`src/rtl/cfg_array_mult.sv`:
```
module cfg_array_mult #(
  parameter int N = 3
) (
  input  logic [N-1:0]   a_in,
  input  logic [N-1:0]   b_in,
  input  logic [1:0]     fmt,
  input  logic           psum_sel,
  input  logic [N-1:0]   psum_ext,
  input  logic [N-1:0]   cin_sel,
  input  logic [N-1:0]   cin_ext,
  output logic [2*N-1:0] prod,
  output logic [N-1:0]   row_cout
);
  localparam int W = 2 * N;

  logic is_sm, is_tc;
  assign is_sm = (fmt == 2'b01);
  assign is_tc = (fmt == 2'b10);

  logic [N-1:0] a_op, b_op;
  assign a_op = is_sm ? {1'b0, a_in[N-2:0]} : a_in;
  assign b_op = is_sm ? {1'b0, b_in[N-2:0]} : b_in;

  // two's complement correction: 2^(N-1) twice (start sum and top-row carry) = 2^N
  logic [N-1:0] corr, cin_eff;
  assign corr    = {is_tc, {(N-1){1'b0}}};
  assign cin_eff = (cin_sel & cin_ext) | (~cin_sel & corr);

  logic [N:0][N-1:0] prev;
  logic [N-1:0][N:0] rsum;
  logic [N-1:0]      lo;

  assign prev[0] = psum_sel ? psum_ext : corr;

  for (genvar i = 0; i < N; i++) begin : g_row
    logic [N-1:0] pp;
    for (genvar j = 0; j < N; j++) begin : g_cell
      localparam bit SPECIAL = ((i == N-1) != (j == N-1));
      if (SPECIAL) begin : g_inv
        assign pp[j] = (a_op[j] & b_op[i]) ^ is_tc;
      end else begin : g_pass
        assign pp[j] = a_op[j] & b_op[i];
      end
    end
    assign rsum[i]     = {1'b0, prev[i]} + {1'b0, pp} + (N+1)'(cin_eff[i]);
    assign lo[i]       = rsum[i][0];
    assign prev[i+1]   = rsum[i][N:1];
    assign row_cout[i] = rsum[i][N];
  end

  logic [W-1:0] raw;
  logic         sm_sign;
  assign raw     = {prev[N], lo};
  assign sm_sign = (a_in[N-1] ^ b_in[N-1]) & (|a_in[N-2:0]) & (|b_in[N-2:0]);
  assign prod    = is_sm ? {sm_sign, raw[W-2:0]} : {raw[W-1] ^ is_tc, raw[W-2:0]};

  logic [W-1:0] chk_sa, chk_sb, chk_inj, chk_mag;
  logic         chk_idle;
  always_comb begin
    chk_sa   = {{N{a_in[N-1]}}, a_in};
    chk_sb   = {{N{b_in[N-1]}}, b_in};
    chk_mag  = W'(a_in[N-2:0]) * W'(b_in[N-2:0]);
    chk_idle = !psum_sel && (cin_sel == '0);
    chk_inj  = psum_sel ? W'(psum_ext) : '0;
    for (int k = 0; k < N; k++) begin
      chk_inj = chk_inj + (W'(cin_sel[k] & cin_ext[k]) << k);
    end
    if (!is_sm && !is_tc) begin
      AST_UNSIGNED_EXACT: assert (prod == W'(a_in) * W'(b_in) + chk_inj);
    end
    if (is_tc && chk_idle) begin
      AST_TWOS_COMP_EXACT: assert (prod == W'(chk_sa * chk_sb));
    end
    if (is_sm && chk_idle) begin
      AST_SM_MAGNITUDE: assert (prod[W-2:0] == chk_mag);
      AST_SM_POS_ZERO: assert ((prod[W-2:0] != '0) || !prod[W-1]);
    end
  end
endmodule

```
`config.mk`:
```
export PLATFORM = sky130hd
export DESIGN_NAME = cfg_array_mult
export DESIGN_NICKNAME = d
export VERILOG_FILES = /design/src/rtl/cfg_array_mult.sv
export SDC_FILE = /design/constraint.sdc
export NUM_CORES = 1
export LEC_CHECK = 0
export ABC_AREA = 1
export CORE_AREA = 2 2 39 41
export DETAILED_ROUTE_END_ITERATION = 10
export DIE_AREA = 0 0 41 43
export PLACE_DENSITY = 0.9
export SETUP_SLACK_MARGIN = 0.15
export SYNTH_ARGS = -nofsm -noshare
export SYNTH_HDL_FRONTEND = slang
export SYNTH_SLANG_ARGS = --single-unit
```
`constraint.sdc`:
```
create_clock -name vclk -period 12.5
set_clock_uncertainty 0.15 [all_clocks]
set_input_delay 1.875 -clock vclk [all_inputs]
set_output_delay 1.875 -clock vclk [all_outputs]
set_load 0.1 [all_outputs]
```
# [Yosys cells after proc, flatten, opt, wreduce, memory -nomap -nowiden]
# Index checks and enable logic that the tools add are counted.
[word_totals] regBits=0 input_bits=18 output_inout_bits=9 elab_cells=35
[classes] add_sub_neg=6 n_eq_ne=2 mux=4 bitwise=21 reduce_logical=2
[ops] op="$add 3x3->4" n=3
[ops] op="$add 4x1->4" n=3
[ops] op="$and 1x1->1" n=11
[ops] op="$mux 3" n=3
[ops] op="$and 3x3->3" n=2
[ops] op="$mux 6" n=1
[ops] op="$xor 1x1->1" n=6
[ops] op="$reduce_or 2->1" n=2
[ops] op="$not 3->3" n=1
[ops] op="$or 3x3->3" n=1
[ops] op="$eq 2x1->1 const B" n=1
[ops] op="$eq 2x2->1 const B" n=1

# [Logic depth before layout (Yosys ltp)]
# Gate-level depths: netlist of the first run.
[depth] depth_word=12 depth_mapped=17

# [Least setup slack after synthesis of the first run]
# OpenSTA, ideal clock, no wires.
[synth_path] path_type="input -> output" from="in fmt[1]" to="out prod[4]" t_arrival_ps=6783 required_ps=10475 slack_ps=3692 stages=13 path_cell_list="inv_1 -> nand2_2 -> nand2_1 -> nor2_1 -> xor2_1 -> ha_1 -> a21oi_1 -> nand2_1 -> ha_1 -> a21oi_1 -> nand2_1 -> ha_1 -> xnor2_1"
[synth_between] elab_chain_len=11 elab_cells_between_ends=23
[synth_rtl] element="start: declaration" line_no="6" source="input logic [1:0] fmt,"
[synth_rtl] element="$eq 2x1->1" line_no="17" source="assign is_sm = (fmt == 2'b01);"
[synth_rtl] element="$mux 3" line_no="21" source="assign a_op = is_sm ? {1'b0, a_in[N-2:0]} : a_in;"
[synth_rtl] element="$and 1x1->1" line_no="40" source="assign pp[j] = (a_op[j] & b_op[i]) ^ is_tc;"
[synth_rtl] element="$xor 1x1->1" line_no="40"
[synth_rtl] element="$add 3x3->4 (*)" line_no="45" source="assign rsum[i] = {1'b0, prev[i]} + {1'b0, pp} + (N+1)'(cin_eff[i]);"
[synth_rtl] element="$add 4x1->4 (*)" line_no="45"
[synth_rtl] element="net row_cout[0]" line_no="12" source="output logic [N-1:0] row_cout"
[synth_rtl] element="$add 3x3->4 (*)" line_no="45"
[synth_rtl] element="$add 4x1->4 (*)" line_no="45"
[synth_rtl] element="net row_cout[1]" line_no="12"
[synth_rtl] element="$add 3x3->4 (*)" line_no="45"
[synth_rtl] element="$add 4x1->4 (*)" line_no="45"
[synth_rtl] element="$mux 6 (*)" line_no="55" source="assign prod = is_sm ? {sm_sign, raw[W-2:0]} : {raw[W-1] ^ is_tc, raw[W-2:0]};"
[synth_rtl] element="end: declaration" line_no="11" source="output logic [2*N-1:0] prod,"
# Mark *: on every way through the listed nets, which the timed path passes. The rest lies on a longest branch.

# [Final worst setup path of the first run]
[layout_path] from="in a_in[0]" to="out prod[4]"
[layout_between] elab_chain_len=9 elab_cells_between_ends=12
[layout_rtl] element="start: declaration" line_no="4" source="input logic [N-1:0] a_in,"
[layout_rtl] element="$mux 3 (*)" line_no="21"
[layout_rtl] element="$and 1x1->1" line_no="42" source="assign pp[j] = a_op[j] & b_op[i];"
[layout_rtl] element="$add 3x3->4" line_no="45"
[layout_rtl] element="$add 4x1->4" line_no="45"
[layout_rtl] element="$add 3x3->4" line_no="45"
[layout_rtl] element="$add 4x1->4" line_no="45"
[layout_rtl] element="$add 3x3->4 (*)" line_no="45"
[layout_rtl] element="$add 4x1->4 (*)" line_no="45"
[layout_rtl] element="$mux 6 (*)" line_no="55"
# Mark *: on every way between the ends. The rest lies on a longest branch, timed or not.

==> results.sh, run 1 <==
export IMPL_critical_path_top_delay_family="adder cells"
export IMPL_yosysSeqAreaShare_pct=0
export IMPL_cpPeakStageDelay_ns=1.15
export IMPL_rsz0062_at_grt="no"
export IMPL_power_uw=131.2
export IMPL_seq_cells=0
export IMPL_wl_per_cell_um=11.23
export IMPL_drive_gt1_share_pct=1.786
export IMPL_routed_wl_met2_um=784
export IMPL_critical_path_class="input port to output port"
export IMPL_hold_viol=0
export IMPL_cp_end_kind="output port"
export IMPL_worst_path_max_delay_cell="clkdlybuf4s50_1"
export IMPL_finalCoreUtilization_pct=60.04
export IMPL_vias_per_cell=4.930
export IMPL_dr_pass1_iters=5
export IMPL_arrival_ns=6.40
export IMPL_route_detailed_drc=0
export IMPL_initial_utilization_pct=39.06
export IMPL_power_per_cell_area_mw_per_mm2=157.9
export IMPL_cts_resized_gates=0
export IMPL_cts_hold_buf=0
export IMPL_synth_cells=85
export IMPL_seqCellArea_um2=0
export IMPL_drv_slew=0
export IMPL_syn_to_final_growth_pct=53.70
export IMPL_ios=27
export IMPL_top_layer="met4"
export IMPL_cp_required_ns=10.47
export IMPL_die_area_mm2=0.001763
export IMPL_ir_drop_mv=0.1396
export IMPL_diodes=0
export IMPL_syn_nets=115
export IMPL_finalNetCount=144
export IMPL_synth_area_leaders="fa_1 (22%), inv_1 (17%), ha_1 (14%), nand2_1 (13%), xor2_1 (9.7%)"
export IMPL_vias=631
export IMPL_critical_path_buf_inv_count=8
export IMPL_ys_types=13
export IMPL_nClkBuffers=0
export IMPL_ant_nets=0
export IMPL_maxCapViolations=0
export IMPL_wl_met1_um=504
export IMPL_port_buffers=27
export IMPL_stdcell_count=128
export IMPL_grt_usage_pct=18.63
export IMPL_core_area_mm2=0.001384
export IMPL_cp_max_fo=4
export IMPL_yosys_area_top_type="fa_1"
export IMPL_post_cts_buffers=0
export IMPL_syn_area_per_cell_um2=6.359
export IMPL_fmax_mhz=118.6
export IMPL_antenna_found_initial=0
export IMPL_leakage_nw=0.4691
export IMPL_dp_hpwl_mm=1.275
export IMPL_n_fill_cell=129
export IMPL_ys_warn_count=0
export IMPL_setup_violations=0
export IMPL_yosysMostFrequentCell="inv_1"
export IMPL_finalWirelength_mm=1.438
export IMPL_finalCritPeriodShare_pct=67.44
export IMPL_rows=14
export IMPL_multiInputGateArea_um2=450.4
export IMPL_tightest_slew_ns=0.9745
export IMPL_place_congestion=0.7611
export IMPL_grt_pass1_wl_mm=2.325
export IMPL_syn_area_um2=540.5
export IMPL_drt_iter0_drc=11
export IMPL_grt_ovfl_total=0
export IMPL_crit_path_start_kind="input port"
export IMPL_wl_met3_um=113
export IMPL_die_h_um=43
export IMPL_first_global_vias=600
export IMPL_slew_headroom_pct=34.83
export IMPL_synth_top_area_share_pct=22.22
export IMPL_placed_cells=128
export IMPL_min_period_ns=8.429
export IMPL_grt_max_degree=6
export IMPL_synth_commonest_cells="inv_1 (24), nand2_1 (19), nand3_1 (8)"
export IMPL_fin_tns_setup_ns=0
export IMPL_outcome="finished, final reports clean"
export IMPL_die_w_um=41
export IMPL_hp_class="input port to output port"
export IMPL_worstPathCellList="clkdlybuf4s50_1, nand2_1, inv_1, fa_1, inv_1, fa_1, inv_1, fa_1, inv_1, fa_1, inv_1, fa_1, inv_1, fa_1, xnor2_1, clkdlybuf4s50_1"
kinds of logic after synthesis:
kind of cell / Yosys count / share of synthesized area [%]
compound gates: 6 / 5.556
xor+xnor: 8 / 12.96
fa+ha+maj: 12 / 36.11
buf+inv: 24 / 16.67
simple gates: 35 / 28.71
power breakdown:
part	leakage (nW)	switching [mW]	total [mW]	internal [mW]
Clock	0	0	0	0
Sequential	0	0	0	0
Combinational	0.469	0.0968	0.131	0.0345
through the flow:
stage	setup WS [ns]	cell area, um^2	hold WS, ns
after floorplan	3.692	540.5	4.247
after global placement	4.182	830.8	5.245
after detailed placement	4.071	830.8	5.256
after CTS	4.049	830.8	5.260
after global routing	3.910	830.8	5.294
final	4.071	830.8	5.256
cell usage in the layout (no fill, tap or decap):
cell type,netlist,routed
clkdlybuf4s50_1,0,27
inv_1,24,24
nand2_1,19,19
nand3_1,8,8
xor2_1,6,6
fa_1,6,6
ha_1,6,6
nor2_1,5,5
a21oi_1,4,4
o21ai_0,2,2
xnor2_1,2,2
nor2_4,1,1
nand2_2,1,1
nand3b_1,1,1
path summary, 6_finish.rpt:
path	startpoint	end	cells after the start	slack [ns]
worst max-delay path	a_in[0]	prod[4]	16	4.07
worst min-delay path	a_in[2]	prod[5]	5	5.26
final cells by class:
cell class | count | share of cell area (%)
inverters | 24 | 10.84
multi-input cells | 61 | 54.22
well taps | 16 | 2.410
repair buffers | 27 | 32.53
per-layer routing:
| metal | vias to the layer above | global-route usage [%] |
|---|---|---|
| li1 | 308 | - |
| met1 | 277 | 19.48 |
| met2 | 38 | 38.75 |
| met3 | 8 | 0.5236 |
| met4 | 0 | 0 |
| met5 | - | 0 |
(Power assumes the default switching activity.)
==> inputs of run 2 (changes only) <==
==> constraint.sdc (replaced) <==
create_clock -name vclk -period 8.15
set_clock_uncertainty 0.15 [all_clocks]
set_input_delay 1.2225 -clock vclk [all_inputs]
set_output_delay 1.2225 -clock vclk [all_outputs]
set_load 0.1 [all_outputs]
==> results.sh, run 2 (same netlist as run 1, synthesis figures left out) <==
export IMPL_outcome="finished, final reports clean"
export IMPL_crit_path_frequent_cell="inv_1"
export IMPL_drt_iter0_drc=5
export IMPL_placed_cells=128
export IMPL_nClkBuffers=0
export IMPL_maxCapViolations=0
export IMPL_cp_max_fo=4
export IMPL_place_congestion=0.7728
export IMPL_drv_slew=0
export IMPL_die_w_um=41
export IMPL_mostFrequentLayoutCells="clkdlybuf4s50_1 (25), inv_1 (24), nand2_1 (19)"
export IMPL_power_per_cell_area_mw_per_mm2=238.3
export IMPL_fmax_mhz=145.2
export IMPL_cts_resized_gates=0
export IMPL_ios=27
export IMPL_leakage_nw=0.4711
export IMPL_n_fill_cell=128
export IMPL_stdcell_count=128
export IMPL_cp_required_ns=6.78
export IMPL_min_period_ns=6.886
export IMPL_use_met2_pct=34.38
export IMPL_place_area_um2=825.8
export IMPL_cts_hold_buf=0
export IMPL_first_global_vias=642
export IMPL_critical_path_buf_inv_count=7
export IMPL_ant_nets=0
export IMPL_setup_violations=0
export IMPL_tightest_slew_ns=0.9729
export IMPL_dp_hpwl_mm=1.216
export IMPL_port_buffers=27
export IMPL_slew_headroom_pct=34.94
export IMPL_hold_viol=0
export IMPL_worstPathCellList="clkdlybuf4s50_1, nand2_1, inv_1, fa_1, inv_1, fa_1, inv_1, fa_1, inv_1, fa_1, xor2_1, inv_1, ha_1, nand2_1, nand2_1, nand3_1, nand3_1, nand2_1, clkdlybuf4s50_1"
export IMPL_crit_path_start_kind="input port"
export IMPL_initial_utilization_pct=39.06
export IMPL_power_uw=196.8
export IMPL_die_h_um=43
export IMPL_rsz0062_at_grt="no"
export IMPL_grt_pass1_wl_mm=2.311
export IMPL_wl_per_cell_um=10.84
export IMPL_holdWs_ns=3.545
export IMPL_grt_ovfl_total=0
export IMPL_seq_cells=0
export IMPL_die_area_mm2=0.001763
export IMPL_use_met1_pct=20.06
export IMPL_cp_end_kind="output port"
export IMPL_route_detailed_drc=0
export IMPL_dr_pass1_iters=4
export IMPL_finalWirelength_mm=1.387
export IMPL_fin_area_um2=825.8
export IMPL_dpl_worst_slack_ns=1.242
export IMPL_mostFrequentLayoutCell="clkdlybuf4s50_1"
export IMPL_cpPeakStageDelay_ns=1.12
export IMPL_syn_to_final_growth_pct=52.78
export IMPL_core_area_mm2=0.001384
export IMPL_ir_drop_mv=0.2217
export IMPL_worst_slack_ns=1.264
export IMPL_critical_path_top_delay_family="buffers and inverters"
export IMPL_fin_tns_setup_ns=0
export IMPL_finalCritPeriodShare_pct=84.49
export IMPL_post_cts_buffers=0
export IMPL_finalCoreUtilization_pct=59.67
export IMPL_antenna_found_initial=0
export IMPL_finalNetCount=144
export IMPL_drive_gt1_share_pct=3.571
export IMPL_hp_class="input port to output port"
export IMPL_critical_path_class="input port to output port"
export IMPL_worst_path_max_delay_cell="clkdlybuf4s50_1"
export IMPL_vias=617
export IMPL_grt_usage_pct=17.61
export IMPL_seqCellArea_um2=0
export IMPL_top_usage_layer="met2"
export IMPL_met3_usage_pct=0.5236
export IMPL_rows=14
export IMPL_vias_per_cell=4.820
export IMPL_grt_max_degree=6
export IMPL_arrival_ns=5.51
export IMPL_diodes=0
run 2: cell count changes in the layout (fill, tap and decap cells not counted):
cell,previous run,this run
buf_4,0,2
clkdlybuf4s50_1,27,25
run 2: cell type report:
type | count | area, um^2 | share of cell area, %
Timing Repair Buffer | 27 | 265.3 | 32.12
Tap cell | 16 | 20.02 | 2.424
Multi-Input combinational cell | 61 | 450.4 | 54.55
Inverter | 24 | 90.09 | 10.91
run 2: final timing paths:
check  cells past startpoint      end  startpoint  slack [ns]
max                       19  prod[5]    psum_sel        1.26
min                        6  prod[4]     a_in[2]        3.55
run 2: power by group:
part | leakage (nW) | switching (mW) | internal, mW
Sequential | 0 | 0 | 0
Combinational | 0.471 | 0.147 | 0.0499
Clock | 0 | 0 | 0
Total | 0.471 | 0.147 | 0.0499
run 2: tightest hold or removal path, cell delays in order:
cell             delay [ns]
clkdlybuf4s50_1        0.50
nand2_1                0.10
nor2_1                 0.13
ha_1                   0.21
xnor2_1                0.08
buf_4                  0.23
run 2: layer usage:
layer  routed length (um)  part of all wire [%]
met1                  556                    40
met4                    0                     0
met2                  754                    54
met3                   76                   5.5
met5                    0                     0
==> inputs of run 3 (changes only) <==
==> constraint.sdc (replaced) <==
create_clock -name vclk -period 6.6
set_clock_uncertainty 0.15 [all_clocks]
set_input_delay 0.99 -clock vclk [all_inputs]
set_output_delay 0.99 -clock vclk [all_outputs]
set_load 0.1 [all_outputs]
==> results.sh, run 3 (same netlist as run 1, synthesis figures left out) <==
export IMPL_outcome="finished, final reports clean"
export IMPL_crit_path_start_kind="input port"
export IMPL_dp_hpwl_mm=1.173
export IMPL_cts_resized_gates=0
export IMPL_drv_slew=0
export IMPL_placed_cells=128
export IMPL_grt_pass1_wl_mm=2.145
export IMPL_crit_path_frequent_cell="inv_1"
export IMPL_power_uw=255.0
export IMPL_mostFrequentLayoutCells="inv_1 (24), clkdlybuf4s50_1 (22), nand2_1 (19)"
export IMPL_leakage_nw=0.4853
export IMPL_ant_nets=0
export IMPL_vias_per_cell=4.586
export IMPL_swShare_pct=72.37
export IMPL_drt_iter0_drc=5
export IMPL_cts_hold_buf=0
export IMPL_core_area_mm2=0.001384
export IMPL_port_buffers=27
export IMPL_vias=587
export IMPL_first_global_vias=577
export IMPL_holdPathEnd="prod[5]"
export IMPL_worstPathCellList="clkdlybuf4s50_1, nand2_1, inv_1, fa_1, inv_1, fa_1, inv_1, fa_1, inv_1, fa_1, inv_1, fa_1, inv_1, fa_1, inv_1, buf_4"
export IMPL_finalNetCount=144
export IMPL_drive_gt1_share_pct=7.143
export IMPL_fmax_mhz=171.3
export IMPL_maxCapViolations=0
export IMPL_grt_ovfl_total=0
export IMPL_combPwrFrac_pct=100.0
export IMPL_syn_to_final_growth_pct=55.09
export IMPL_worst_path_max_delay_cell="clkdlybuf4s50_1"
export IMPL_min_from="a_in[2]"
export IMPL_power_per_cell_area_mw_per_mm2=304.2
export IMPL_setup_violations=0
export IMPL_initial_utilization_pct=39.06
export IMPL_cp_max_fo=4
export IMPL_mostFrequentLayoutCell="inv_1"
export IMPL_hp_class="input port to output port"
export IMPL_finalCritPeriodShare_pct=88.45
export IMPL_rsz0062_at_grt="no"
export IMPL_holdWs_ns=2.750
export IMPL_nClkBuffers=0
export IMPL_n_fill_cell=125
export IMPL_seqCellArea_um2=0
export IMPL_diodes=0
export IMPL_seq_power_share_pct=0
export IMPL_ir_drop_mv=0.2761
export IMPL_worst_slack_ns=0.7625
export IMPL_grt_max_degree=6
export IMPL_critical_path_class="input port to output port"
export IMPL_wl_per_cell_um=10.20
export IMPL_cp_end_kind="output port"
export IMPL_dr_pass1_iters=3
export IMPL_die_h_um=43
export IMPL_min_period_ns=5.837
export IMPL_cpPeakStageDelay_ns=0.47
export IMPL_ios=27
export IMPL_tightest_slew_ns=0.9619
export IMPL_worstHoldPathCells=5
export IMPL_route_detailed_drc=0
export IMPL_slew_headroom_pct=35.68
export IMPL_hold_viol=0
export IMPL_place_congestion=0.7497
export IMPL_cp_required_ns=5.46
export IMPL_p_int_uw=70.45
export IMPL_post_cts_buffers=0
export IMPL_antenna_found_initial=0
export IMPL_rows=14
export IMPL_dpl_worst_slack_ns=0.7555
export IMPL_die_w_um=41
export IMPL_stdcell_count=128
export IMPL_seq_cells=0
export IMPL_grt_usage_pct=16.63
export IMPL_arrival_ns=4.70
export IMPL_die_area_mm2=0.001763
export IMPL_clkPwrFrac_pct=0
export IMPL_finalWirelength_mm=1.305
export IMPL_multiInputGateArea_um2=457.9
export IMPL_fin_tns_setup_ns=0
export IMPL_switchingPower_uw=184.5
run 3: layer usage:
metal / up-vias / track usage, % / wire (um)
li1: 306 / - / -
met1: 265 / 19.54 / 519
met2: 16 / 32.81 / 707
met3: 0 / 0 / 78
met4: 0 / 0 / 0
met5: - / 0 / 0
run 3: per-stage QoR:
stage | cell area, um^2 | utilization [%]
floorplan | 548.0 | -
global placement | 838.3 | 60.58
detailed placement | 838.3 | 60.58
CTS | 838.3 | 60.58
global route | 838.3 | 60.58
finish | 838.3 | 60.58
run 3: worst max-delay path by stage:
stage	startpoint	endpoint	slack, ns	cells past startpoint
after floorplan	fmt[1]	prod[5]	0.19	16
after global placement	psum_sel	prod[3]	0.88	16
after detailed placement	psum_sel	prod[4]	0.76	16
after CTS	psum_sel	prod[4]	0.73	16
after global routing	psum_sel	prod[3]	0.57	16
final	psum_sel	prod[3]	0.76	16
run 3: area by class of cell:
class / instances / share of cell area (%)
Multi-Input combinational cell: 61 / 54.63
Timing Repair Buffer: 27 / 32.24
Inverter: 24 / 10.75
Tap cell: 16 / 2.388
run 3: power by group through the flow:
stage | Clock, mW | Sequential (mW) | Combinational [mW]
floorplan | 0 | 0 | 0.197
global placement | 0 | 0 | 0.251
detailed placement | 0 | 0 | 0.256
CTS | 0 | 0 | 0.257
global route | 0 | 0 | 0.270
finish | 0 | 0 | 0.255
run 3: worst max-delay path, delay by kind of cell:
family | cells | cell delay (ns)
simple gates | 1 | 0.10
buf+inv | 9 | 1.26
fa+ha+maj | 6 | 2.33
